==> src/rtl/gpio_irq_pkg.sv <==
package gpio_irq_pkg;
    localparam int STY_W     = 3;
    localparam int PER_TYPE  = 8;
    localparam int WIDX_W    = 3;

    typedef enum logic [STY_W-1:0] {
        STY_HIGH = 3'd0,
        STY_LOW  = 3'd1,
        STY_RISE = 3'd2,
        STY_FALL = 3'd3,
        STY_BOTH = 3'd4
    } sty_e;

    localparam logic [WIDX_W-1:0] W_DOUT = 3'd0;
    localparam logic [WIDX_W-1:0] W_OE   = 3'd1;
    localparam logic [WIDX_W-1:0] W_PIN  = 3'd2;
    localparam logic [WIDX_W-1:0] W_PEND = 3'd3;
    localparam logic [WIDX_W-1:0] W_TYLO = 3'd4;
    localparam logic [WIDX_W-1:0] W_TYHI = 3'd5;
    localparam logic [WIDX_W-1:0] W_CKCF = 3'd6;
    localparam logic [WIDX_W-1:0] W_DBCF = 3'd7;
endpackage

==> src/rtl/gpio_pin_sync.sv <==
module gpio_pin_sync #(
    parameter int WIDTH = 16
) (
    input  logic             clk,
    input  logic             rst_n,
    input  logic [WIDTH-1:0] raw,
    output logic [WIDTH-1:0] cur,
    output logic [WIDTH-1:0] prev
);
    typedef struct packed {
        logic [WIDTH-1:0] meta;
        logic [WIDTH-1:0] stab;
        logic [WIDTH-1:0] last;
    } sync_t;

    sync_t s_d, s_q;

    always_comb begin
        s_d      = s_q;
        s_d.meta = raw;
        s_d.stab = s_q.meta;
        s_d.last = s_q.stab;
    end

    always_ff @(posedge clk or negedge rst_n) begin
        if (!rst_n) s_q <= '0;
        else        s_q <= s_d;
    end

    assign cur  = s_q.stab;
    assign prev = s_q.last;
endmodule

==> src/rtl/gpio_evt_detect.sv <==
module gpio_evt_detect
    import gpio_irq_pkg::*;
#(
    parameter int WIDTH = 16
) (
    input  logic [WIDTH-1:0]       cur,
    input  logic [WIDTH-1:0]       prev,
    input  logic [WIDTH*STY_W-1:0] styles,
    output logic [WIDTH-1:0]       evt
);
    for (genvar i = 0; i < WIDTH; i++) begin : g_pin
        logic [STY_W-1:0] st;
        logic             hit;
        assign st = styles[STY_W*i +: STY_W];
        always_comb begin
            case (st)
                STY_HIGH: hit = cur[i];
                STY_LOW:  hit = !cur[i];
                STY_RISE: hit = cur[i] && !prev[i];
                STY_FALL: hit = !cur[i] && prev[i];
                STY_BOTH: hit = cur[i] ^ prev[i];
                default:  hit = 1'b0;
            endcase
        end
        assign evt[i] = hit;
    end
endmodule

==> src/rtl/gpio_irq_unit.sv <==
module gpio_irq_unit
    import gpio_irq_pkg::*;
#(
    parameter int NUM_PINS = 16,
    parameter int DATA_W   = 32
) (
    input  logic                clk,
    input  logic                rst_n,
    input  logic                csr_we,
    input  logic [WIDX_W-1:0]   csr_waddr,
    input  logic [DATA_W-1:0]   csr_wdata,
    output logic [DATA_W-1:0]   csr_rdata,
    input  logic [NUM_PINS-1:0] pad_in,
    output logic [NUM_PINS-1:0] pad_out,
    output logic [NUM_PINS-1:0] pad_oe,
    output logic                irq
);
    localparam int TYP_W = PER_TYPE * STY_W;

    typedef struct packed {
        logic [NUM_PINS-1:0] dout;
        logic [NUM_PINS-1:0] oe;
        logic [NUM_PINS-1:0] pend;
        logic [TYP_W-1:0]    tylo;
        logic [TYP_W-1:0]    tyhi;
        logic [DATA_W-1:0]   ckcf;
        logic [DATA_W-1:0]   dbcf;
    } regs_t;

    regs_t r_d, r_q;

    logic [NUM_PINS-1:0]       pin_cur;
    logic [NUM_PINS-1:0]       pin_prev;
    logic [NUM_PINS-1:0]       evt;
    logic [NUM_PINS-1:0]       clr;
    logic [NUM_PINS-1:0]       pin_view;
    logic [2*TYP_W-1:0]        typ_all;
    logic [NUM_PINS*STY_W-1:0] style_flat;
    logic [NUM_PINS-1:0]       pend_q;

    gpio_pin_sync #(.WIDTH(NUM_PINS)) u_sync (
        .clk  (clk),
        .rst_n(rst_n),
        .raw  (pad_in),
        .cur  (pin_cur),
        .prev (pin_prev)
    );

    assign typ_all    = {r_q.tyhi, r_q.tylo};
    assign style_flat = typ_all[NUM_PINS*STY_W-1:0];

    gpio_evt_detect #(.WIDTH(NUM_PINS)) u_det (
        .cur   (pin_cur),
        .prev  (pin_prev),
        .styles(style_flat),
        .evt   (evt)
    );

    always_comb begin
        r_d = r_q;
        clr = '0;
        if (csr_we) begin
            case (csr_waddr)
                W_DOUT:  r_d.dout = csr_wdata[NUM_PINS-1:0];
                W_OE:    r_d.oe   = csr_wdata[NUM_PINS-1:0];
                W_PEND:  clr      = csr_wdata[NUM_PINS-1:0];
                W_TYLO:  r_d.tylo = csr_wdata[TYP_W-1:0];
                W_TYHI:  r_d.tyhi = csr_wdata[TYP_W-1:0];
                W_CKCF:  r_d.ckcf = csr_wdata;
                W_DBCF:  r_d.dbcf = csr_wdata;
                default: ;
            endcase
        end
        r_d.pend = (r_q.pend & ~clr) | evt;
    end

    always_ff @(posedge clk or negedge rst_n) begin
        if (!rst_n) r_q <= '0;
        else        r_q <= r_d;
    end

    assign pin_view = (r_q.dout & r_q.oe) | (pin_cur & ~r_q.oe);

    always_comb begin
        csr_rdata = '0;
        case (csr_waddr)
            W_DOUT:  csr_rdata[NUM_PINS-1:0] = r_q.dout;
            W_OE:    csr_rdata[NUM_PINS-1:0] = r_q.oe;
            W_PIN:   csr_rdata[NUM_PINS-1:0] = pin_view;
            W_PEND:  csr_rdata[NUM_PINS-1:0] = r_q.pend;
            W_TYLO:  csr_rdata[TYP_W-1:0]    = r_q.tylo;
            W_TYHI:  csr_rdata[TYP_W-1:0]    = r_q.tyhi;
            W_CKCF:  csr_rdata               = r_q.ckcf;
            default: csr_rdata               = r_q.dbcf;
        endcase
    end

    assign pend_q  = r_q.pend;
    assign pad_out = r_q.dout;
    assign pad_oe  = r_q.oe;
    assign irq     = |r_q.pend;
endmodule

==> config.mk <==
export PLATFORM = sky130hd
export DESIGN_NAME = gpio_irq_unit
export DESIGN_NICKNAME = d
export VERILOG_FILES = /design/src/rtl/gpio_irq_pkg.sv /design/src/rtl/gpio_pin_sync.sv /design/src/rtl/gpio_evt_detect.sv /design/src/rtl/gpio_irq_unit.sv
export SDC_FILE = /design/constraint.sdc
export NUM_CORES = 1
export LEC_CHECK = 0
export ABC_CLOCK_PERIOD_IN_PS = 1800
export BUFFER_PORTS_ARGS = -buffer_cell sky130_fd_sc_hd__buf_2
export CAP_MARGIN = 20
export CORE_ASPECT_RATIO = 1.5
export CORE_MARGIN = 2
export CORE_UTILIZATION = 59
export DETAILED_ROUTE_END_ITERATION = 16
export GPL_TIMING_DRIVEN = 0
export HOLD_SLACK_MARGIN = 0.06
export PLACE_DENSITY = 0.81
export SYNTH_ARGS = -nofsm -noshare
export SYNTH_HDL_FRONTEND = slang
export SYNTH_SLANG_ARGS = --single-unit
==> constraint.sdc <==
create_clock -name clk -period 1.8 [get_ports clk]
set_input_delay 0.18 -clock clk [delete_from_list [all_inputs] [get_ports clk]]
set_output_delay 0.18 -clock clk [all_outputs]
set_load 0.01 [all_outputs]
==> out/metrics.yaml, run 1 <==
worst_pin_slew_ns: 0.7667
synth_seq_cells: 208
netlist.top_cell.by_area: "dfrtp_1"
drt_drc_violations_left: 0
clockBufferDepth: 3
synthCells: 794
numPortBuffers: 117
n_antenna_cell: 0
finalPower_uw: 13820
final.setup.tns_ns: -1.976
synth-edff-count: 0
syn_area_um2: 10200
num_io_pins: 119
synth_area_leaders: "dfrtp_1 (51%), mux2_2 (15%), ha_1 (3.9%)"
layout_min_cycle_time_ns: 1.974
p_sw_share_pct: 28.12
layout_setup_ws_ns: -0.1744
yosysMostFrequentCell: "dfrtp_1"
cp.required_ns: 1.62
cap_violations: 0
combPwrFrac_pct: 23.7
grt-ovfl-total: 0
ys_warn_count: 0
synth_top_area_share_pct: 51.04
row_count: 58
first_pass_iters: 7
drive_gt1_share_pct: 43.89
seq_area_frac_synth_pct: 51.04
via_per_inst: 5.987
slew_viol_final: 0
ant_nets: 0
synthArstFlopShare_pct: 100.0
finish.utilization_pct: 76.18
synth_cell_types: 47
syn_area_per_cell_um2: 12.84
cp_data_arrival_time_ns: 1.79
skew_ns: 0.006073
cts_tree: "done"
p_leak_uw: 0.005893
p_per_area_nw_per_um2: 1077
hold_violations: 0
fin_crit_sh_pct: 109.7
vias: 7478
area_delta_synth_final_pct: 25.78
rsz0062_at_grt: "true"
place_ws_ns: -0.3095
grt_pass1_vias: 7728
power_frac_clock_pct: 31.0
grt_max_degree: 125
path_class: "reg2out"
fmax_mhz: 506.5
post-dp-hpwl_um: 17190
start_util_pct: 60.57
slew_headroom_pct: 48.67
ys.flop_type: "dfrtp_1"
finalWirelength_um: 26800
syn_nets: 880
fin_nets: 1112
yosys-top-cells-count: "dfrtp_1 (208), mux2_2 (135), mux2i_1 (40)"
fp.dieArea_um2: 18370
grt_pass1_wl_um: 41630
clock_latency_ns: 0.50
min_path_type: "in2reg"
gp_congestion: 0.8442
cts.clk_slew.worst_paths_ns: 0.06
drtIter0Drc: 571
end_kind: "output port"
outcome: "complete, but fails checks"
clock_sinks: 208
seqPwrFrac_pct: 45.3
grt_usage_pct: 29.22
antenna_found_initial: 0
path_max_fanout: 3
p_switching_uw: 3885
cts_buffers: 20
cp-start-kind: "flop"
die_w_um: 111.3
irDropWorstVdd_v: 0.0009001
nFillCells: 1084
violations: "setup timing"
die_h_um: 165.0
wl_per_cell_um: 21.46
internal_power_uw: 9930
cts-root-buf: "clkbuf_16"
setup_viol_count_final: 24
htreeDepth: 1
core_um2: 16840
-- metal layers --
| metal | up-vias | track usage (%) | share of wire [%] |
|---|---|---|---|
| met5 | - | 0 | 0 |
| met1 | 3765 | 35.08 | 37 |
| met4 | 0 | 12.57 | 4.0 |
| met3 | 76 | 4.257 | 6.6 |
| met2 | 315 | 52.66 | 52 |
| li1 | 3322 | - | - |
-- cell families after synthesis --
kind of cell,after synthesis,share of synthesized area (%)
compound gates,115,8.712
xor+xnor,14,1.202
fa+ha+maj,32,3.926
buf+inv,104,6.074
flops,208,51.04
mux,193,21.71
simple gates,128,7.337
-- stage by stage --
step	instance area (um^2)	std cells	hold WS, ns
after floorplan	10200	794	-0.1156
after global placement	11050	1121	0.2881
after detailed placement	11080	1122	0.2217
after CTS	12700	1240	0.1674
after global routing	12830	1249	0.1908
final	12830	1249	0.1876
-- timing repair --
action / 4_1_cts / 5_1_grt
hold endpoints to repair: 258 / 0
gates cloned: 0 / 0
buffers inserted: 34 / 10
pin swaps: 8 / 9
setup endpoints to repair: 33 / 33
hold buffers: 49 / 0
gates resized for setup: 58 / 15
-- path summary, 6_finish.rpt --
check                                         start                        to  slack (ns)  cells past startpoint
min in group asynchronous                     rst_n  u_sync.s_d[22]$_DFF_PN0_        0.28                      2
hold / removal                         csr_waddr[2]    pad_out[1]$_DFFE_PN0P_        0.19                      3
setup reg to reg           u_sync.cur[13]$_DFF_PN0_      pend_q[13]$_DFF_PN0_        0.39                      4
max in group asynchronous                     rst_n       pend_q[2]$_DFF_PN0_        0.45                      3
hold reg to reg            u_sync.s_d[28]$_DFF_PN0_  u_sync.cur[12]$_DFF_PN0_        0.35                      0
setup / recovery             pad_oe[13]$_DFFE_PN0P_             csr_rdata[13]       -0.17                      5
-- sequential cells by signal, summed over array words and instances (netlist names) --
register and cells:
u_sync.prev 16, pad_out 16, pad_oe 16, u_sync.cur 16
pend_q 16, r_q 112, u_sync.s_d 16
-- cell type report --
| cell class | instances | area (um^2) | share of cell area, % |
|---|---|---|---|
| timing repair buffer | 211 | 1506 | 11.75 |
| clock inverter | 2 | 13.76 | 0.1073 |
| buffer | 71 | 514.2 | 4.009 |
| tap | 210 | 262.8 | 2.049 |
| multi-input combinational | 482 | 4522 | 35.25 |
| sequential | 208 | 5226 | 40.75 |
| clock buffer | 33 | 660.6 | 5.151 |
| inverter | 32 | 120.1 | 0.9365 |
-- cells in the final DEF, fill, tap and decap left out, types with 5 or more instances in the layout --
master / n
nand2_1: 23
ha_1: 32
o21ai_1: 7
nor2_1: 38
o221ai_1: 14
clkbuf_2: 5
dfrtp_1: 191
dlygate4sd3_1: 49
a211oi_1: 14
nor2b_1: 14
and2_4: 9
a22oi_1: 14
buf_4: 85
mux2i_1: 40
o22a_1: 14
dfrtp_2: 17
buf_2: 122
inv_1: 31
mux4_2: 8
clkbuf_16: 21
a211o_1: 14
o21ai_0: 14
mux2_1: 10
mux2_2: 134
buf_6: 19
a221o_1: 13
clkbuf_8: 9
nor4b_1: 16
xor2_1: 14
-- power by group through the flow --
stage	registers (uW)	clock network (uW)	logic, uW
5_1_grt	6340	4500	3540
3_3_place_gp	6320	0	2550
3_5_place_dp	6360	0	2640
2_1_floorplan	6080	0	1910
6_report	6260	4280	3280
4_1_cts	6220	4320	3170
-- worst max-delay path: stages, from the launching register on --
cell and delay, ns:
dfrtp_1 0.40, nor2b_1 0.15, o221ai_1 0.20, o221ai_1 0.14, o22a_1 0.26, buf_2 0.15
(Power assumes the default switching activity.)
==> inputs of run 2 (changes only) <==
Settings changed: CTS_BUF_LIST set to sky130_fd_sc_hd__clkbuf_4 sky130_fd_sc_hd__clkbuf_8 sky130_fd_sc_hd__clkbuf_16.
==> run 2 against run 1 <==
  * Core utilization rose by 0.067 points
  * Non-clock buffer count did not move
  * Count of clock-buffer cells in the layout did not move
  * Clock power barely moved
  * Flip-flop and latch count did not move
  * First-iteration DRC count rose by 4.2%
  * Clock skew fell by 0.0015 ns
  * Cell area barely moved
  * The run still ends with setup timing left
  * Maximum frequency rose by 0.56%
  * Hold slack improved by 0.0017 ns
  * Sequential share of layout area barely moved
  * Wire length barely moved
==> out/metrics.yaml, run 2 (synthesis results as in run 1) <==
slew_viol_final: 0  # unchanged
clock_latency_ns: 0.49  # about the same
htreeDepth: 1  # unchanged
slew_headroom_pct: 49.45  # +0.78 points
drive_gt1_share_pct: 44.18  # +0.29 points
finalWirelength_um: 26790  # about the same
finalPower_uw: 13850  # +0.22%
numPortBuffers: 117  # unchanged
min_path_type: "in2reg"
setup_viol_count_final: 21  # -13%
layout_common_cells: "dfrtp_1 (191), mux2_2 (134), buf_2 (122)"
path_class: "reg2out"
start_util_pct: 60.57  # unchanged
post-dp-hpwl_um: 17190  # unchanged
cp-start-kind: "flop"
clockBufferDepth: 3  # unchanged
skew_ns: 0.004573  # -0.001500 ns
cts.clk_slew.worst_paths_ns: 0.07  # about the same
violations: "setup timing"
path_delay_family: "compound AO/OA/AOI/OAI gates"
p_per_area_nw_per_um2: 1079  # +0.13%
path_max_fanout: 3  # unchanged
stdcell_area_um2: 12840  # about the same
drt_drc_violations_left: 0  # unchanged
die_w_um: 111.3  # unchanged
fp.dieArea_um2: 18370  # unchanged
clock_sinks: 208  # unchanged
crit_path_max_incr_delay_ns: 0.40  # about the same
layout_min_cycle_time_ns: 1.963  # -0.01109 ns
cts_tree: "done"
finish.utilization_pct: 76.25  # about the same
n_antenna_cell: 0  # unchanged
final_cell_count_no_fill: 1249  # unchanged
antenna_found_initial: 0  # unchanged
top_register: "r_q"
crit_chain: "buf_4 -> a22oi_1 -> o21ai_1 -> o22a_1 -> buf_2"
fin_crit_sh_pct: 109.1  # -0.62 points
via_per_inst: 6.014  # +0.44%
drtIter0Drc: 595  # +4.2%
gp_congestion: 0.8442  # unchanged
irDropWorstVdd_v: 0.0009029  # +0.31%
outcome: "complete, but fails checks"
top_layer_used: "met4"
worst-path-buf-inv: 2  # +1
grt_pass1_vias: 7726  # -0.026%
wl_met3_um: 1902  # +7.8%
ant_nets: 0  # unchanged
met1_length_um: 9809  # -1.3%
end_kind: "output port"
first_pass_iters: 8  # +1
die_h_um: 165.0  # unchanged
layout_setup_ws_ns: -0.1633  # +0.01109 ns
core_um2: 16840  # unchanged
p_leak_uw: 0.005903  # +0.17%
fin_nets: 1112  # unchanged
vias: 7511  # +0.44%
cp.required_ns: 1.62  # about the same
worst_pin_slew_ns: 0.7550  # -0.01171 ns
cp_data_arrival_time_ns: 1.78  # about the same
grt-ovfl-total: 0  # unchanged
met2_length_um: 13910  # -0.75%
cts-root-buf: "clkbuf_16"
num_io_pins: 119  # unchanged
rsz0062_at_grt: "true"
dp_cells: 1122  # unchanged
slowest_stage: "dfrtp_1"
r2r_slack_ns: 0.41  # +0.02 ns
grt_max_degree: 125  # unchanged
grt_pass1_wl_um: 41600  # about the same
final.setup.tns_ns: -1.910  # +0.06591 ns
cap_violations: 0  # unchanged
fmax_mhz: 509.3  # +0.56%
row_count: 58  # unchanged
hold_violations: 0  # unchanged
cts_buffers: 20  # unchanged
area_delta_synth_final_pct: 25.89  # about the same
wl_per_cell_um: 21.45  # about the same
grt_usage_pct: 29.20  # about the same
place_area_um2: 11080  # unchanged
largest_reg_flops: 112  # unchanged
layout_commonest_cell: "dfrtp_1"
run 2: final cells by class:
cell class              count  area, um^2
inverters                  32       120.1
well taps                 210       262.8
repair buffers            211        1506
clock inverters             2       13.76
clock buffers              33       671.9
flip-flops and latches    208        5226
multi-input cells         482        4522
plain buffers              71       514.2
fillers                  1082        3999
run 2: what timing repair did:
item | 4_1_cts | 5_1_grt
buffers inserted | 34 | 10
pin swaps | 8 | 9
hold endpoints to repair | 258 | 0
hold buffers | 49 | 0
resized for setup | 58 | 15
endpoints found under the setup margin | 33 | 33
run 2: through the flow:
step | hold slack [ns] | setup WS, ns
6_report | 0.1893 | -0.1633
5_1_grt | 0.1908 | -0.2713
3_3_place_gp | 0.2881 | -2.852
2_1_floorplan | -0.1156 | 0.3494
4_1_cts | 0.1674 | -0.1861
3_5_place_dp | 0.2217 | -0.3095
run 2: worst reg2reg max path: cells and delay by family, from the launching register on:
kind / cells / cell delay (ns)
adders and majority gates: 1 / 0.31
AOI/OAI and AO/OA: 1 / 0.14
and+or+nand+nor: 1 / 0.36
DFF: 1 / 0.45
buffers and inverters: 1 / 0.07
run 2: final timing paths:
check / startpoint / endpoint / cells past startpoint
min in group asynchronous: rst_n / u_sync.s_d[22]$_DFF_PN0_ / 2
min reg2reg: u_sync.s_d[28]$_DFF_PN0_ / u_sync.cur[12]$_DFF_PN0_ / 0
max in group asynchronous: rst_n / pend_q[2]$_DFF_PN0_ / 3
max reg2reg: u_sync.cur[13]$_DFF_PN0_ / pend_q[13]$_DFF_PN0_ / 4
max: pad_out[15]$_DFFE_PN0P_ / csr_rdata[15] / 5
min: csr_waddr[2] / pad_out[2]$_DFFE_PN0P_ / 3
run 2: report_power, final:
group	internal [uW]	switching [uW]
logic	1930	1340
clock network	2550	1770
registers	5490	761
total	9970	3870
run 2: routing by layer:
metal | vias to the layer above | global-route usage (%)
li1 | 3322 | -
met4 | 0 | 12.57
met5 | - | 0
met1 | 3760 | 35.10
met2 | 345 | 52.52
met3 | 84 | 4.330
